**src/rtl/ralu_pkg.sv**
```systemverilog
package ralu_pkg;
    typedef enum logic [1:0] {
        FN_AND   = 2'd0,
        FN_OR    = 2'd1,
        FN_ARITH = 2'd2,
        FN_XOR   = 2'd3
    } fn_code_t;

    localparam int SLICE_ANC = 3;
    localparam int FLAG_ANC  = 2;
    localparam int FN_COUNT  = 4;
endpackage

```
**src/rtl/ralu_fgen.sv**
```systemverilog
module ralu_fgen
    import ralu_pkg::*;
(
    input  logic                as_i,
    input  logic                cpn_i,
    input  logic                x_i,
    input  logic                y_i,
    input  logic                cin_i,
    input  logic [1:0]          seed_i,
    output logic [FN_COUNT-1:0] fn_o,
    output logic                cout_o
);
    logic yp, prop_and, half;

    always_comb begin
        yp       = y_i ^ as_i;
        prop_and = x_i & yp;
        half     = x_i ^ yp;
        fn_o[FN_AND]   = prop_and ^ cpn_i ^ seed_i[0];
        fn_o[FN_OR]    = half ^ prop_and ^ cpn_i ^ seed_i[1];
        fn_o[FN_ARITH] = half ^ cin_i;
        fn_o[FN_XOR]   = half;
        cout_o         = prop_and ^ (cin_i & half);
    end

    always_comb begin
        assert_carry_majority_R3: assert (cout_o ==
            ((x_i & (y_i ^ as_i)) | (x_i & cin_i) | ((y_i ^ as_i) & cin_i)))
            else $error("slice carry is not the majority of its inputs");
        if (cpn_i && !seed_i[0])
            assert_nand_R2: assert (fn_o[FN_AND] == !(x_i && (y_i != as_i)))
                else $error("cpn did not give NAND");
    end
endmodule

```
**src/rtl/ralu_fsel.sv**
```systemverilog
module ralu_fsel
    import ralu_pkg::*;
(
    input  logic [FN_COUNT-1:0] fn_i,
    input  logic                sel1_i,
    input  logic                sel2_i,
    input  logic                seed_i,
    output logic                res_o,
    output logic [2:0]          garb_o
);
    fn_code_t code;
    logic     pick;

    always_comb begin
        code = fn_code_t'({sel2_i, sel1_i});
        unique case (code)
            FN_AND:   pick = fn_i[0];
            FN_OR:    pick = fn_i[1];
            FN_ARITH: pick = fn_i[2];
            FN_XOR:   pick = fn_i[3];
            default:  pick = 1'b0;
        endcase
        res_o = pick ^ seed_i;
    end

    for (genvar k = 0; k < 3; k++) begin : g_garb
        assign garb_o[k] = (int'(code) <= k) ? fn_i[k+1] : fn_i[k];
    end
endmodule

```
**src/rtl/ralu_slice.sv**
```systemverilog
module ralu_slice
    import ralu_pkg::*;
(
    input  logic                 as_i,
    input  logic                 cpn_i,
    input  logic                 sel1_i,
    input  logic                 sel2_i,
    input  logic                 x_i,
    input  logic                 y_i,
    input  logic                 cin_i,
    input  logic [SLICE_ANC-1:0] anc_i,
    output logic                 as_o,
    output logic                 cpn_o,
    output logic                 sel1_o,
    output logic                 sel2_o,
    output logic                 x_o,
    output logic                 cout_o,
    output logic                 sum_o,
    output logic                 res_o,
    output logic [2:0]           garb_o
);
    logic [FN_COUNT-1:0] fn;

    ralu_fgen u_fgen (
        .as_i(as_i), .cpn_i(cpn_i), .x_i(x_i), .y_i(y_i), .cin_i(cin_i),
        .seed_i(anc_i[1:0]), .fn_o(fn), .cout_o(cout_o)
    );

    ralu_fsel u_fsel (
        .fn_i(fn), .sel1_i(sel1_i), .sel2_i(sel2_i), .seed_i(anc_i[2]),
        .res_o(res_o), .garb_o(garb_o)
    );

    assign as_o   = as_i;
    assign cpn_o  = cpn_i;
    assign sel1_o = sel1_i;
    assign sel2_o = sel2_i;
    assign x_o    = x_i;
    assign sum_o  = fn[FN_ARITH];

    always_comb begin
        if (anc_i == '0 && sel1_i && sel2_i)
            assert_xor_select_R1: assert (res_o == (x_i ^ y_i ^ as_i))
                else $error("xor code did not route X^Y'");
    end
endmodule

```
**src/rtl/ralu_flags.sv**
```systemverilog
module ralu_flags
    import ralu_pkg::*;
(
    input  logic                carry_msb_in_i,
    input  logic                carry_msb_out_i,
    input  logic                sign_i,
    input  logic                x_msb_i,
    input  logic                yp_msb_i,
    input  logic [FLAG_ANC-1:0] anc_i,
    output logic                ovf_o,
    output logic                slt_o
);
    logic ovf_line, slt_line;

    always_comb begin
        ovf_line = anc_i[0] ^ carry_msb_in_i;
        ovf_line = ovf_line ^ carry_msb_out_i;
        slt_line = anc_i[1] ^ sign_i;
        slt_line = slt_line ^ ovf_line;
        ovf_o    = ovf_line;
        slt_o    = slt_line;
    end

    always_comb begin
        if (anc_i == '0)
            assert_ovf_sign_R4: assert (ovf_o ==
                ((x_msb_i == yp_msb_i) && (sign_i != x_msb_i)))
                else $error("overflow disagrees with operand signs");
    end
endmodule

```
**src/rtl/ralu_chain.sv**
```systemverilog
module ralu_chain
    import ralu_pkg::*;
#(
    parameter int WIDTH = 4
) (
    input  logic [WIDTH-1:0]           x,
    input  logic [WIDTH-1:0]           y,
    input  logic                       as_ctl,
    input  logic                       cin,
    input  logic                       cpn,
    input  logic                       sel1,
    input  logic                       sel2,
    input  logic [SLICE_ANC*WIDTH-1:0] anc_fn,
    input  logic [FLAG_ANC-1:0]        anc_flag,
    output logic [WIDTH-1:0]           result,
    output logic                       cout,
    output logic                       ovf,
    output logic                       slt,
    output logic                       as_out,
    output logic                       cpn_out,
    output logic                       sel1_out,
    output logic                       sel2_out,
    output logic [WIDTH-1:0]           x_out,
    output logic [3*WIDTH-1:0]         garb
);
    localparam int ANC_W = SLICE_ANC * WIDTH;
    localparam int MSB   = WIDTH - 1;

    logic [WIDTH:0]   as_c, cpn_c, s1_c, s2_c, carry;
    logic [WIDTH-1:0] sum;

    assign as_c[0]  = as_ctl;
    assign cpn_c[0] = cpn;
    assign s1_c[0]  = sel1;
    assign s2_c[0]  = sel2;
    assign carry[0] = cin;

    for (genvar i = 0; i < WIDTH; i++) begin : g_slice
        ralu_slice u_slice (
            .as_i(as_c[i]), .cpn_i(cpn_c[i]), .sel1_i(s1_c[i]), .sel2_i(s2_c[i]),
            .x_i(x[i]), .y_i(y[i]), .cin_i(carry[i]),
            .anc_i(anc_fn[SLICE_ANC*i +: SLICE_ANC]),
            .as_o(as_c[i+1]), .cpn_o(cpn_c[i+1]), .sel1_o(s1_c[i+1]),
            .sel2_o(s2_c[i+1]), .x_o(x_out[i]), .cout_o(carry[i+1]),
            .sum_o(sum[i]), .res_o(result[i]), .garb_o(garb[3*i +: 3])
        );
    end

    ralu_flags u_flags (
        .carry_msb_in_i(carry[MSB]), .carry_msb_out_i(carry[WIDTH]),
        .sign_i(sum[MSB]), .x_msb_i(x[MSB]), .yp_msb_i(y[MSB] ^ as_c[MSB]),
        .anc_i(anc_flag), .ovf_o(ovf), .slt_o(slt)
    );

    assign cout     = carry[WIDTH];
    assign as_out   = as_c[WIDTH];
    assign cpn_out  = cpn_c[WIDTH];
    assign sel1_out = s1_c[WIDTH];
    assign sel2_out = s2_c[WIDTH];

    always_comb begin
        assert_ctl_copies_R6: assert (as_out == as_ctl && cpn_out == cpn &&
                                      sel1_out == sel1 && sel2_out == sel2)
            else $error("control copies corrupted along the chain");
        if (anc_fn == {ANC_W{1'b0}} && sel2 && !sel1)
            assert_sum_route_R3: assert (result == sum)
                else $error("arithmetic code did not route the sum word");
    end
endmodule

```
**config.mk**
```make
export PLATFORM = sky130hd
export DESIGN_NAME = ralu_chain
export DESIGN_NICKNAME = d
export VERILOG_FILES = /design/src/rtl/ralu_pkg.sv /design/src/rtl/ralu_fgen.sv /design/src/rtl/ralu_fsel.sv /design/src/rtl/ralu_slice.sv /design/src/rtl/ralu_flags.sv /design/src/rtl/ralu_chain.sv
export SDC_FILE = /design/constraint.sdc
export NUM_CORES = 1
export LEC_CHECK = 0
export BUFFER_PORTS_ARGS = -buffer_cell sky130_fd_sc_hd__buf_2
export CAP_MARGIN = 20
export CORE_ASPECT_RATIO = 1.4
export CORE_UTILIZATION = 52
export DETAILED_ROUTE_END_ITERATION = 6
export PLACE_DENSITY = 0.95
export SETUP_SLACK_MARGIN = 0.3
export SYNTH_ARGS = -nofsm -noshare
export SYNTH_HDL_FRONTEND = slang
export SYNTH_SLANG_ARGS = --single-unit
export TNS_END_PERCENT = 20
```
**constraint.sdc**
```tcl
create_clock -name vclk -period 7.41
set_clock_uncertainty 0.15 [all_clocks]
set_input_delay 0 -clock vclk [all_inputs]
set_output_delay 0 -clock vclk [all_outputs]
set_load 0.02 [all_outputs]
```
Yosys cells after proc, flatten, opt, wreduce, memory -nomap -nowiden
Index checks and enable logic that the tools add are counted.
Widths: inputs -> output; s select.
{ "op_classes": {"order_cmp": 3, "eq_ne": 3, "mux": 16, "bitwise": 52, "n_reduce_logical": 1} }
{ "ops": {"columns": ["operator", "n"], "rows": [
  ["$xor 1x1->1", 44],
  ["$pmux 1 s4", 4],
  ["$mux 1", 12],
  ["$and 1x1->1", 8],
  ["$eq 2x2->1 const B", 2],
  ["$le 2x1->1 const B", 2],
  ["$eq 2x1->1 const B", 1],
  ["$le 2x2->1 const B", 1],
  ["$logic_not 2->1", 1]
]} }
{ "word_totals": {"reg_bits": 0, "in_bits": 27, "output_inout_bits": 27, "word_cells": 75} }

Depth between registers and ports, before layout
Gate-level depths: netlist of run 1.
{ "logic_depth": {"word_depth": 12, "ltp_mapped": 13, "ltp_nobuf": 12} }

Hierarchy
A second synthesis of run 1 with hierarchy kept.
{ "unflattened": {"cells_unflattened": 101, "area_unflattened_um2": 1031.0} }
{ "by_module_without_submodules": {"columns": ["mod", "n_inst", "cells_per_inst", "area_per_inst_um2", "seq_area_each_um2"], "rows": [
  ["ralu_fgen", 4, 12, 131.4, 0.0],
  ["ralu_fsel", 4, 7, 72.6, 0.0],
  ["ralu_slice", 4, 5, 37.5, 0.0],
  ["ralu_flags", 1, 4, 56.3, 0.0],
  ["ralu_chain", 1, 1, 8.8, 0.0]
]} }

Least setup slack after synthesis of run 1
No wires, ideal clock.
{ "synth_path": {"kind": "input port to output port", "from": "input as_ctl", "to": "output slt", "arrival_ns": 2.489, "t_required_ns": 7.260, "path_slack_ns": 4.771, "path_stages": 12, "path_buffers": 0, "path_cell_list": "xor2_1 -> inv_1 -> fa_1 -> inv_1 -> fa_1 -> inv_1 -> fa_1 -> inv_1 -> fa_1 -> xnor2_1 -> xnor2_1 -> xnor2_1"} }
{ "synth_between": {"elab_chain_len": 12, "word_cells_on_any_way": 25, "classes_between": "bitwise: 25"} }
{ "synth_rtl": {"columns": ["element", "line", "source"], "rows": [
  ["from (decl)", "ralu_chain.sv:8", "input logic as_ctl,"],
  ["$xor 1x1->1", "ralu_fgen.sv:16", "yp = y_i ^ as_i;"],
  ["$xor 1x1->1", "ralu_fgen.sv:18", "half = x_i ^ yp;"],
  ["$and 1x1->1", "ralu_fgen.sv:23", "cout_o = prop_and ^ (cin_i & half);"],
  ["$xor 1x1->1", "ralu_fgen.sv:23", null],
  ["$and 1x1->1", "ralu_fgen.sv:23", null],
  ["$xor 1x1->1", "ralu_fgen.sv:23", null],
  ["$and 1x1->1", "ralu_fgen.sv:23", null],
  ["$xor 1x1->1", "ralu_fgen.sv:23", null],
  ["$and 1x1->1", "ralu_fgen.sv:23", null],
  ["$xor 1x1->1 (*)", "ralu_fgen.sv:23", null],
  ["via cout", "ralu_chain.sv:16", "output logic cout,"],
  ["$xor 1x1->1 (*)", "ralu_flags.sv:17", "ovf_line = ovf_line ^ carry_msb_out_i;"],
  ["via ovf", "ralu_chain.sv:17", "output logic ovf,"],
  ["$xor 1x1->1 (*)", "ralu_flags.sv:19", "slt_line = slt_line ^ ovf_line;"],
  ["to (decl)", "ralu_chain.sv:18", "output logic slt,"]
]} }
The timed path passes the listed nets; every way through them passes the cells marked *.

Worst setup path after layout of run 1
{ "layout_path": {"from": "input as_ctl", "to": "output result[3]"} }
{ "layout_between": {"elab_chain_len": 11, "word_cells_on_any_way": 26, "classes_between": "mux: 1; bitwise: 25"} }
{ "layout_rtl": {"columns": ["element", "line", "source"], "rows": [
  ["$xor 1x1->1", "ralu_fgen.sv:16", null],
  ["$xor 1x1->1", "ralu_fgen.sv:18", null],
  ["$and 1x1->1", "ralu_fgen.sv:23", null],
  ["$xor 1x1->1", "ralu_fgen.sv:23", null],
  ["$and 1x1->1", "ralu_fgen.sv:23", null],
  ["$xor 1x1->1", "ralu_fgen.sv:23", null],
  ["$and 1x1->1", "ralu_fgen.sv:23", null],
  ["$xor 1x1->1", "ralu_fgen.sv:23", null],
  ["$xor 1x1->1", "ralu_fgen.sv:21", "fn_o[FN_ARITH] = half ^ cin_i;"],
  ["$pmux 1 s4 (*)", "ralu_fsel.sv:16", "unique case (code)"],
  ["$xor 1x1->1 (*)", "ralu_fsel.sv:23", "res_o = pick ^ seed_i;"],
  ["to (decl)", "ralu_chain.sv:15", "output logic [WIDTH-1:0] result,"]
]} }
Mark *: on every way between the ends. The rest lies on a longest branch, timed or not.

==> impl_metrics.env, run 1 <==
export IMPL_wl_per_cell_um=12.36
export IMPL_grt_ovfl_total=0
export IMPL_worstPathArrival_ns=2.74
export IMPL_nets=193
export IMPL_crit_fanout=5
export IMPL_gp_congestion=0.8050
export IMPL_num_vias=935
export IMPL_fmax_mhz=346.6
export IMPL_ir_worst_vdd_v=0.00008771
export IMPL_powerDensity_nw_per_um2=132.1
export IMPL_ys_seq_area_share_pct=0
export IMPL_drcViolationCount=0
export IMPL_leakagePower_nw=0.6822
export IMPL_grt_pass1_vias=853
export IMPL_die_x_um=39.98
export IMPL_hold_viol_final=0
export IMPL_vias_per_cell=5.436
export IMPL_max_slew_margin_rel_pct=35.33
export IMPL_cap_violations=0
export IMPL_syn_inst=115
export IMPL_drive_gt1_share_pct=40.13
export IMPL_clockBufferCount=0
export IMPL_synthesis_nets=154
export IMPL_drtIter0Drc=6
export IMPL_die_area_um2=2205
export IMPL_initial_core_util_pct=57.54
export IMPL_grt_pass1_wl_um=3332
export IMPL_row_count=18
export IMPL_synth_top_cell_area_share_pct=10.01
export IMPL_seq_area_um2=0
export IMPL_worst_slew_pin_slew_ns=0.9664
export IMPL_synth_warning_count=0
export IMPL_final_setup_viol_count=0
export IMPL_layout_cells_non_filler=172
export IMPL_syn_area_per_cell_um2=9.128
export IMPL_grt_max_degree=26
export IMPL_antennaDiodeCount=0
export IMPL_placed_cells_incl_taps=172
export IMPL_crit_start="as_ctl"
export IMPL_pin_count=54
export IMPL_wirelength_um=2126
export IMPL_critical_path_required_ns=7.26
export IMPL_final_cell_area_um2=1225
export IMPL_ant_nets=0
export IMPL_mostFrequentLayoutCells="buf_2 (54), xnor2_1 (12), inv_1 (12)"
export IMPL_post_dp_hpwl_um=1819
export IMPL_cts_hold_buf=0
export IMPL_mostFrequentLayoutCell="buf_2"
export IMPL_fillCellCount=149
export IMPL_grt_util_all_layers_pct=21.14
export IMPL_rsz0062_at_grt="false"
export IMPL_fin_crit_ns=2.885
export IMPL_path_class="input port to primary output"
export IMPL_cts_repair_resized=0
export IMPL_start_kind="input port"
export IMPL_postCtsSetupBuffers=0
export IMPL_fin_util_pct=67.15
export IMPL_worstHoldStart="x[0]"
export IMPL_area_growth_syn_to_layout_pct=16.69
export IMPL_min_path_cells=2
export IMPL_syn_area_um2=1050
export IMPL_status="finished, final reports clean"
export IMPL_cp_end_kind="primary output"
export IMPL_core_area_um2=1824
export IMPL_dieHeight_um=55.16
export IMPL_period_share_pct=38.94
export IMPL_yosys_area_top_type="xnor2_1"
export IMPL_dpl_cell_area_um2=1225
export IMPL_drv_slew=0
export IMPL_seq_cells=0
export IMPL_antenna_found_initial=0
export IMPL_hold_class="input port to primary output"
export IMPL_fin_setup_tns_ns=0
export IMPL_first_pass_iters=4
export IMPL_io_buffers=54
export IMPL_synth_cell_types=29
export IMPL_synth_area_leaders="xnor2_1 (10%), ha_1 (9.5%), buf_4 (8.6%), fa_1 (7.6%), xor2_1 (6.7%)"
==> power by group <==
group          switching [mW]  leakage, nW  internal [mW]  total (mW)
clock                       0            0              0           0
sequential                  0            0              0           0
combinational          0.0901        0.682         0.0718       0.162
total                  0.0901        0.682         0.0718       0.162
==> per-stage QoR <==
stage	hold WS (ns)	worst slack [ns]	power, mW
after floorplan	-0.03741	4.771	0.1266
after global placement	0.09924	4.601	0.1580
after detailed placement	0.1040	4.500	0.1628
after CTS	0.1048	4.510	0.1634
after global routing	0.1273	4.226	0.1779
final	0.1027	4.525	0.1618
==> logic make-up after synthesis <==
family / synth area share, %
xor+xnor: 35.40
fa+ha+maj: 17.16
mux: 7.867
compound gates: 17.40
simple gates: 6.436
buf+inv: 15.73
==> layout make-up <==
cell class / count / area (um2) / share of cell area, %
inverters: 12 / 45.04 / 3.677
multi-input cells: 86 / 884.6 / 72.22
well taps: 20 / 25.02 / 2.043
repair buffers: 54 / 270.3 / 22.06
==> path summary, 6_finish.rpt <==
| kind | slack, ns | endpoint |
|---|---|---|
| max | 4.52 | result[3] |
| min | 0.10 | x_out[0] |
==> worst max-delay path, cell delays in order <==
cell and delay, ns:
buf_2 0.15, xor2_1 0.19, inv_1 0.10, fa_1 0.37, inv_1 0.08, fa_1 0.16, inv_1 0.05, fa_1 0.35
inv_1 0.10, fa_1 0.48, nor3b_1 0.27, o221ai_1 0.14, o211ai_1 0.11, buf_2 0.18
==> Yosys cell counts <==
library cell and instances:
nand2_1 3, xor3_1 1, xnor3_1 2, clkbuf_1 1, mux2_2 2, a21oi_1 2
a21boi_0 2, fa_1 4, o22a_1 2, xor3_2 1, a21o_1 6, nor3b_1 2
o21ai_0 2, o221ai_1 2, xnor3_2 2, buf_4 12, xor3_4 2, ha_1 8
o211a_1 2, nor2_1 3, mux2i_1 6, buf_6 1, o2111ai_1 2, buf_2 3
o211ai_1 4, xor2_1 8, nand3_1 6, inv_1 12, xnor2_1 12
==> metal layers <==
layer,track usage (%),vias to the layer above,wire length [um]
met3,0.8000,2,127
met1,22.89,436,839
met2,43.28,38,1140
met4,2.874,0,19
met5,0,-,0
li1,-,459,-
(Power assumes the default switching activity.)
==> inputs of run 2 (changes only) <==
--- a/config.mk
+++ b/config.mk
@@ -8,7 +8,7 @@
 export BUFFER_PORTS_ARGS = -buffer_cell sky130_fd_sc_hd__buf_2
 export CAP_MARGIN = 20
 export CORE_ASPECT_RATIO = 1.4
-export CORE_UTILIZATION = 52
+export CORE_UTILIZATION = 49
 export DETAILED_ROUTE_END_ITERATION = 6
 export PLACE_DENSITY = 0.95
 export SETUP_SLACK_MARGIN = 0.3
==> constraint.sdc (replaced) <==
create_clock -name vclk -period 2.7
set_clock_uncertainty 0.15 [all_clocks]
set_input_delay 0 -clock vclk [all_inputs]
set_output_delay 0 -clock vclk [all_outputs]
set_load 0.02 [all_outputs]
==> run 2 against run 1 <==
First-iteration DRC count grew 120%; non-clock buffer count grew 10; flip-flop and latch count is the same; routed wire length grew 15%; cell area grew 12%; critical path depth is the same; global-route usage grew 0.76 points; count of clock-buffer cells in the layout is the same; sequential share of layout area is the same; die area grew 5.9%; via count grew 5.2%; largest power group unchanged.
==> impl_metrics.env, run 2 (synthesis gave the netlist of run 1 again) <==
export IMPL_initial_core_util_pct=52.57
export IMPL_fin_util_pct=68.55
export IMPL_gp_congestion=0.7636
export IMPL_start_kind="input port"
export IMPL_worstPathArrival_ns=2.43
export IMPL_drv_slew=0
export IMPL_cap_violations=0
export IMPL_crit_fanout=4
export IMPL_grt_util_all_layers_pct=21.89
export IMPL_die_area_um2=2334
export IMPL_drcViolationCount=0
export IMPL_p_total_mw=0.5083
export IMPL_wl_per_cell_um=13.42
export IMPL_vias_per_cell=5.377
export IMPL_layout_cells_non_filler=183
export IMPL_first_pass_iters=2
export IMPL_row_count=19
export IMPL_placed_cells_incl_taps=176
export IMPL_post_dp_hpwl_um=1932
export IMPL_mostFrequentLayoutCell="buf_2"
export IMPL_antenna_found_initial=0
export IMPL_ir_worst_vdd_v=0.0003161
export IMPL_seq_cells=0
export IMPL_mostFrequentLayoutCells="buf_2 (49), buf_4 (15), xnor2_1 (9), inv_1 (9)"
export IMPL_die_x_um=41.12
export IMPL_setup_ws_ns=0.1244
export IMPL_hold_viol_final=0
export IMPL_fin_crit_ns=2.576
export IMPL_cts_hold_buf=0
export IMPL_wirelength_um=2455
export IMPL_worst_slew_pin_slew_ns=0.5830
export IMPL_leakagePower_nw=0.7486
export IMPL_io_buffers=54
export IMPL_rsz0062_at_grt="true"
export IMPL_dieHeight_um=56.77
export IMPL_clockBufferCount=0
export IMPL_slowest_delay_ns=0.47
export IMPL_grt_ovfl_total=0
export IMPL_seq_area_um2=0
export IMPL_drtIter0Drc=13
export IMPL_dp_slack_ns=0.02535
export IMPL_crit_buf_inv=6
export IMPL_slowest_stage="fa_2"
export IMPL_pin_count=54
export IMPL_area_growth_syn_to_layout_pct=30.39
export IMPL_path_class="input port to primary output"
export IMPL_multi_input_area_um2=939.7
export IMPL_fin_setup_tns_ns=0
export IMPL_critical_path_required_ns=2.55
export IMPL_final_setup_viol_count=0
export IMPL_cp_cell_sequence="buf_2, xor2_2, inv_2, fa_2, inv_2, fa_1, inv_1, fa_2, inv_2, fa_2, nor3b_2, o22a_1, o211ai_1, buf_4"
export IMPL_powerDensity_nw_per_um2=371.3
export IMPL_grt_pass1_vias=1004
export IMPL_core_area_um2=1997
export IMPL_grt_max_degree=26
export IMPL_hold_class="input port to primary output"
export IMPL_fmax_mhz=388.3
export IMPL_period_share_pct=95.39
export IMPL_ant_nets=0
export IMPL_status="finished, final reports clean"
export IMPL_crit_family="adder cells"
export IMPL_antennaDiodeCount=0
export IMPL_nets=203
export IMPL_grt_pass1_wl_um=3843
export IMPL_drive_gt1_share_pct=51.23
export IMPL_max_slew_margin_rel_pct=60.99
export IMPL_cp_end_kind="primary output"
export IMPL_num_vias=984
export IMPL_fillCellCount=164
[run 2: final cells by class]
class,count,area share (%)
tap,21,1.920
multi-input combinational,86,68.65
inverter,12,3.291
timing repair buffer,64,26.14
[run 2: layer usage]
metal	part of all wire, %	routed length, um	global-route usage [%]	up-vias
li1	-	-	-	484
met1	37	899	20.15	465
met2	59	1455	46.65	33
met3	3.6	89	0.7905	2
met4	0.41	10	1.843	0
met5	0	0	0	-
[run 2: path summary, 6_finish.rpt]
check                 start  slack, ns        end  cells after the start
worst max-delay path   y[0]       0.12  result[3]                     14
worst min-delay path   x[2]       0.12   x_out[2]                      2
[run 2: metrics by stage]
| step | hold WS, ns | area (um2) |
|---|---|---|
| after floorplan | -0.03741 | 1082 |
| after global placement | 0.09856 | 1281 |
| after detailed placement | 0.1001 | 1281 |
| after CTS | 0.1001 | 1339 |
| after global routing | 0.1260 | 1369 |
| final | 0.1161 | 1369 |
[run 2: what timing repair did]
action,in CTS,in global routing
pin swaps,4,3
buffers inserted,7,0
gates resized for setup,3,8
setup endpoints to repair,4,8
[run 2: power by group]
part / switching [mW] / total [mW] / internal, mW / leakage [nW]
combinational: 0.267 / 0.508 / 0.241 / 0.749
clock: 0 / 0 / 0 / 0
sequential: 0 / 0 / 0 / 0
==> inputs of run 3 (changes only) <==
--- a/config.mk
+++ b/config.mk
@@ -10,7 +10,7 @@
 export CORE_ASPECT_RATIO = 1.4
 export CORE_UTILIZATION = 49
 export DETAILED_ROUTE_END_ITERATION = 6
-export PLACE_DENSITY = 0.95
+export PLACE_DENSITY = 0.86
 export SETUP_SLACK_MARGIN = 0.3
 export SYNTH_ARGS = -nofsm -noshare
 export SYNTH_HDL_FRONTEND = slang
==> run 3 against run 2 <==
Fmax fell by 1.1%; sequential share of layout area did not move; combinational power fell by 2%; count of clock-buffer cells in the layout did not move; routed wire length fell by 9.1%; critical endpoint unchanged.
==> impl_metrics.env, run 3 (synthesis gave the netlist of run 1 again) <==
export IMPL_drcViolationCount=0
export IMPL_final_setup_viol_count=0
export IMPL_grt_pass1_wl_um=3463
export IMPL_leakagePower_nw=0.7318
export IMPL_drv_slew=0
export IMPL_initial_core_util_pct=52.57
export IMPL_fillCellCount=167
export IMPL_cp_end_kind="primary output"
export IMPL_ant_nets=0
export IMPL_num_vias=947
export IMPL_row_count=19
export IMPL_post_dp_hpwl_um=1848
export IMPL_grt_max_degree=26
export IMPL_drtIter0Drc=20
export IMPL_slowest_delay_ns=0.48
export IMPL_min_to="x_out[0]"
export IMPL_area_growth_syn_to_layout_pct=26.94
export IMPL_die_x_um=41.12
export IMPL_seq_cells=0
export IMPL_nets=199
export IMPL_io_buffers=54
export IMPL_path_class="input port to primary output"
export IMPL_status="finished, final reports clean"
export IMPL_seq_area_um2=0
export IMPL_core_area_um2=1997
export IMPL_worstPathArrival_ns=2.45
export IMPL_fmax_mhz=384.1
export IMPL_rsz0062_at_grt="true"
export IMPL_powerDensity_nw_per_um2=373.5
export IMPL_grt_util_met2_pct=38.84
export IMPL_cap_violations=0
export IMPL_ir_worst_vdd_v=0.0002729
export IMPL_grt_util_all_layers_pct=19.64
export IMPL_period_share_pct=96.43
export IMPL_critical_path_required_ns=2.55
export IMPL_crit_fanout=4
export IMPL_slowest_stage="fa_2"
export IMPL_busiest_layer="met2"
export IMPL_fin_crit_ns=2.604
export IMPL_vias_per_cell=5.291
export IMPL_grtUsageMet3_pct=0.3953
export IMPL_start_kind="input port"
export IMPL_grt_pass1_vias=902
export IMPL_cp_common_cell="inv_2"
export IMPL_pin_count=54
export IMPL_wirelength_um=2231
export IMPL_grt_ovfl_total=0
export IMPL_cts_hold_buf=0
export IMPL_mostFrequentLayoutCell="buf_2"
export IMPL_min_path_cells=2
export IMPL_antennaDiodeCount=0
export IMPL_worst_slew_pin_slew_ns=0.5580
export IMPL_first_pass_iters=4
export IMPL_timing_hold_ws_ns=0.1016
export IMPL_hold_viol_final=0
export IMPL_mostFrequentLayoutCells="buf_2 (49), buf_4 (11), xnor2_1 (9)"
export IMPL_fin_util_pct=66.73
export IMPL_cp_cell_sequence="buf_2, xor2_2, inv_2, fa_2, inv_2, fa_1, inv_2, fa_2, inv_2, fa_2, nor3b_4, o22a_1, o211ai_1, buf_4"
export IMPL_dieHeight_um=56.77
export IMPL_crit_buf_inv=6
export IMPL_gp_congestion=0.8008
export IMPL_grt_use_met1_pct=21.80
export IMPL_antenna_found_initial=0
export IMPL_worstHoldStart="x[0]"
export IMPL_clockBufferCount=0
export IMPL_crit_family="adder cells"
export IMPL_wl_per_cell_um=12.46
export IMPL_die_area_um2=2334
export IMPL_drive_gt1_share_pct=50.00
export IMPL_max_slew_margin_rel_pct=62.66
export IMPL_hold_class="input port to primary output"
## run 3: changes by cell type in the layout (fill, tap and decap cells not counted), sizes merged
cell	previous run	this run
buf	64	60
## run 3: power breakdown
group | switching, mW | internal, mW | total [mW]
registers | 0 | 0 | 0
logic | 0.264 | 0.234 | 0.498
clock network | 0 | 0 | 0
total | 0.264 | 0.234 | 0.498
## run 3: through the flow
step	setup TNS [ns]	power (mW)	instance area, um2	instances	setup WS, ns
2_1_floorplan	0	0.3674	1082	115	0.2648
3_3_place_gp	0	0.4591	1281	176	0.07222
3_5_place_dp	-0.02052	0.4718	1281	176	-0.02052
4_1_cts	0	0.4832	1309	179	0.1081
5_1_grt	-0.1093	0.5440	1333	179	-0.06857
6_report	0	0.4977	1333	179	0.09637
## run 3: cell type report
class	instances	area, um2	area share, %
multi-input cells	86	933.4	70.05
well taps	21	26.28	1.972
repair buffers	60	327.8	24.60
inverters	12	45.04	3.380
## run 3: worst max path at each step
stage | startpoint | to | slack (ns) | cells past startpoint
6_report | y[0] | result[3] | 0.1 | 14
5_1_grt | y[0] | result[3] | -0.07 | 14
4_1_cts | y[0] | result[3] | 0.11 | 14
3_5_place_dp | as_ctl | result[3] | -0.02 | 14
3_3_place_gp | as_ctl | result[3] | 0.07 | 14
2_1_floorplan | as_ctl | result[3] | 0.26 | 13
## run 3: timing repair
action / in CTS / in global routing
setup buffers: 3 / 0
pin swaps: 4 / 1
setup endpoints to repair: 4 / 6
gates resized for setup: 4 / 7
## run 3: routing by layer
metal	part of all wire (%)	vias up	wire length [um]
met4	0	0	0
met2	59	38	1306
met3	6.3	0	140
met5	0	-	0
met1	35	435	784
li1	-	474	-
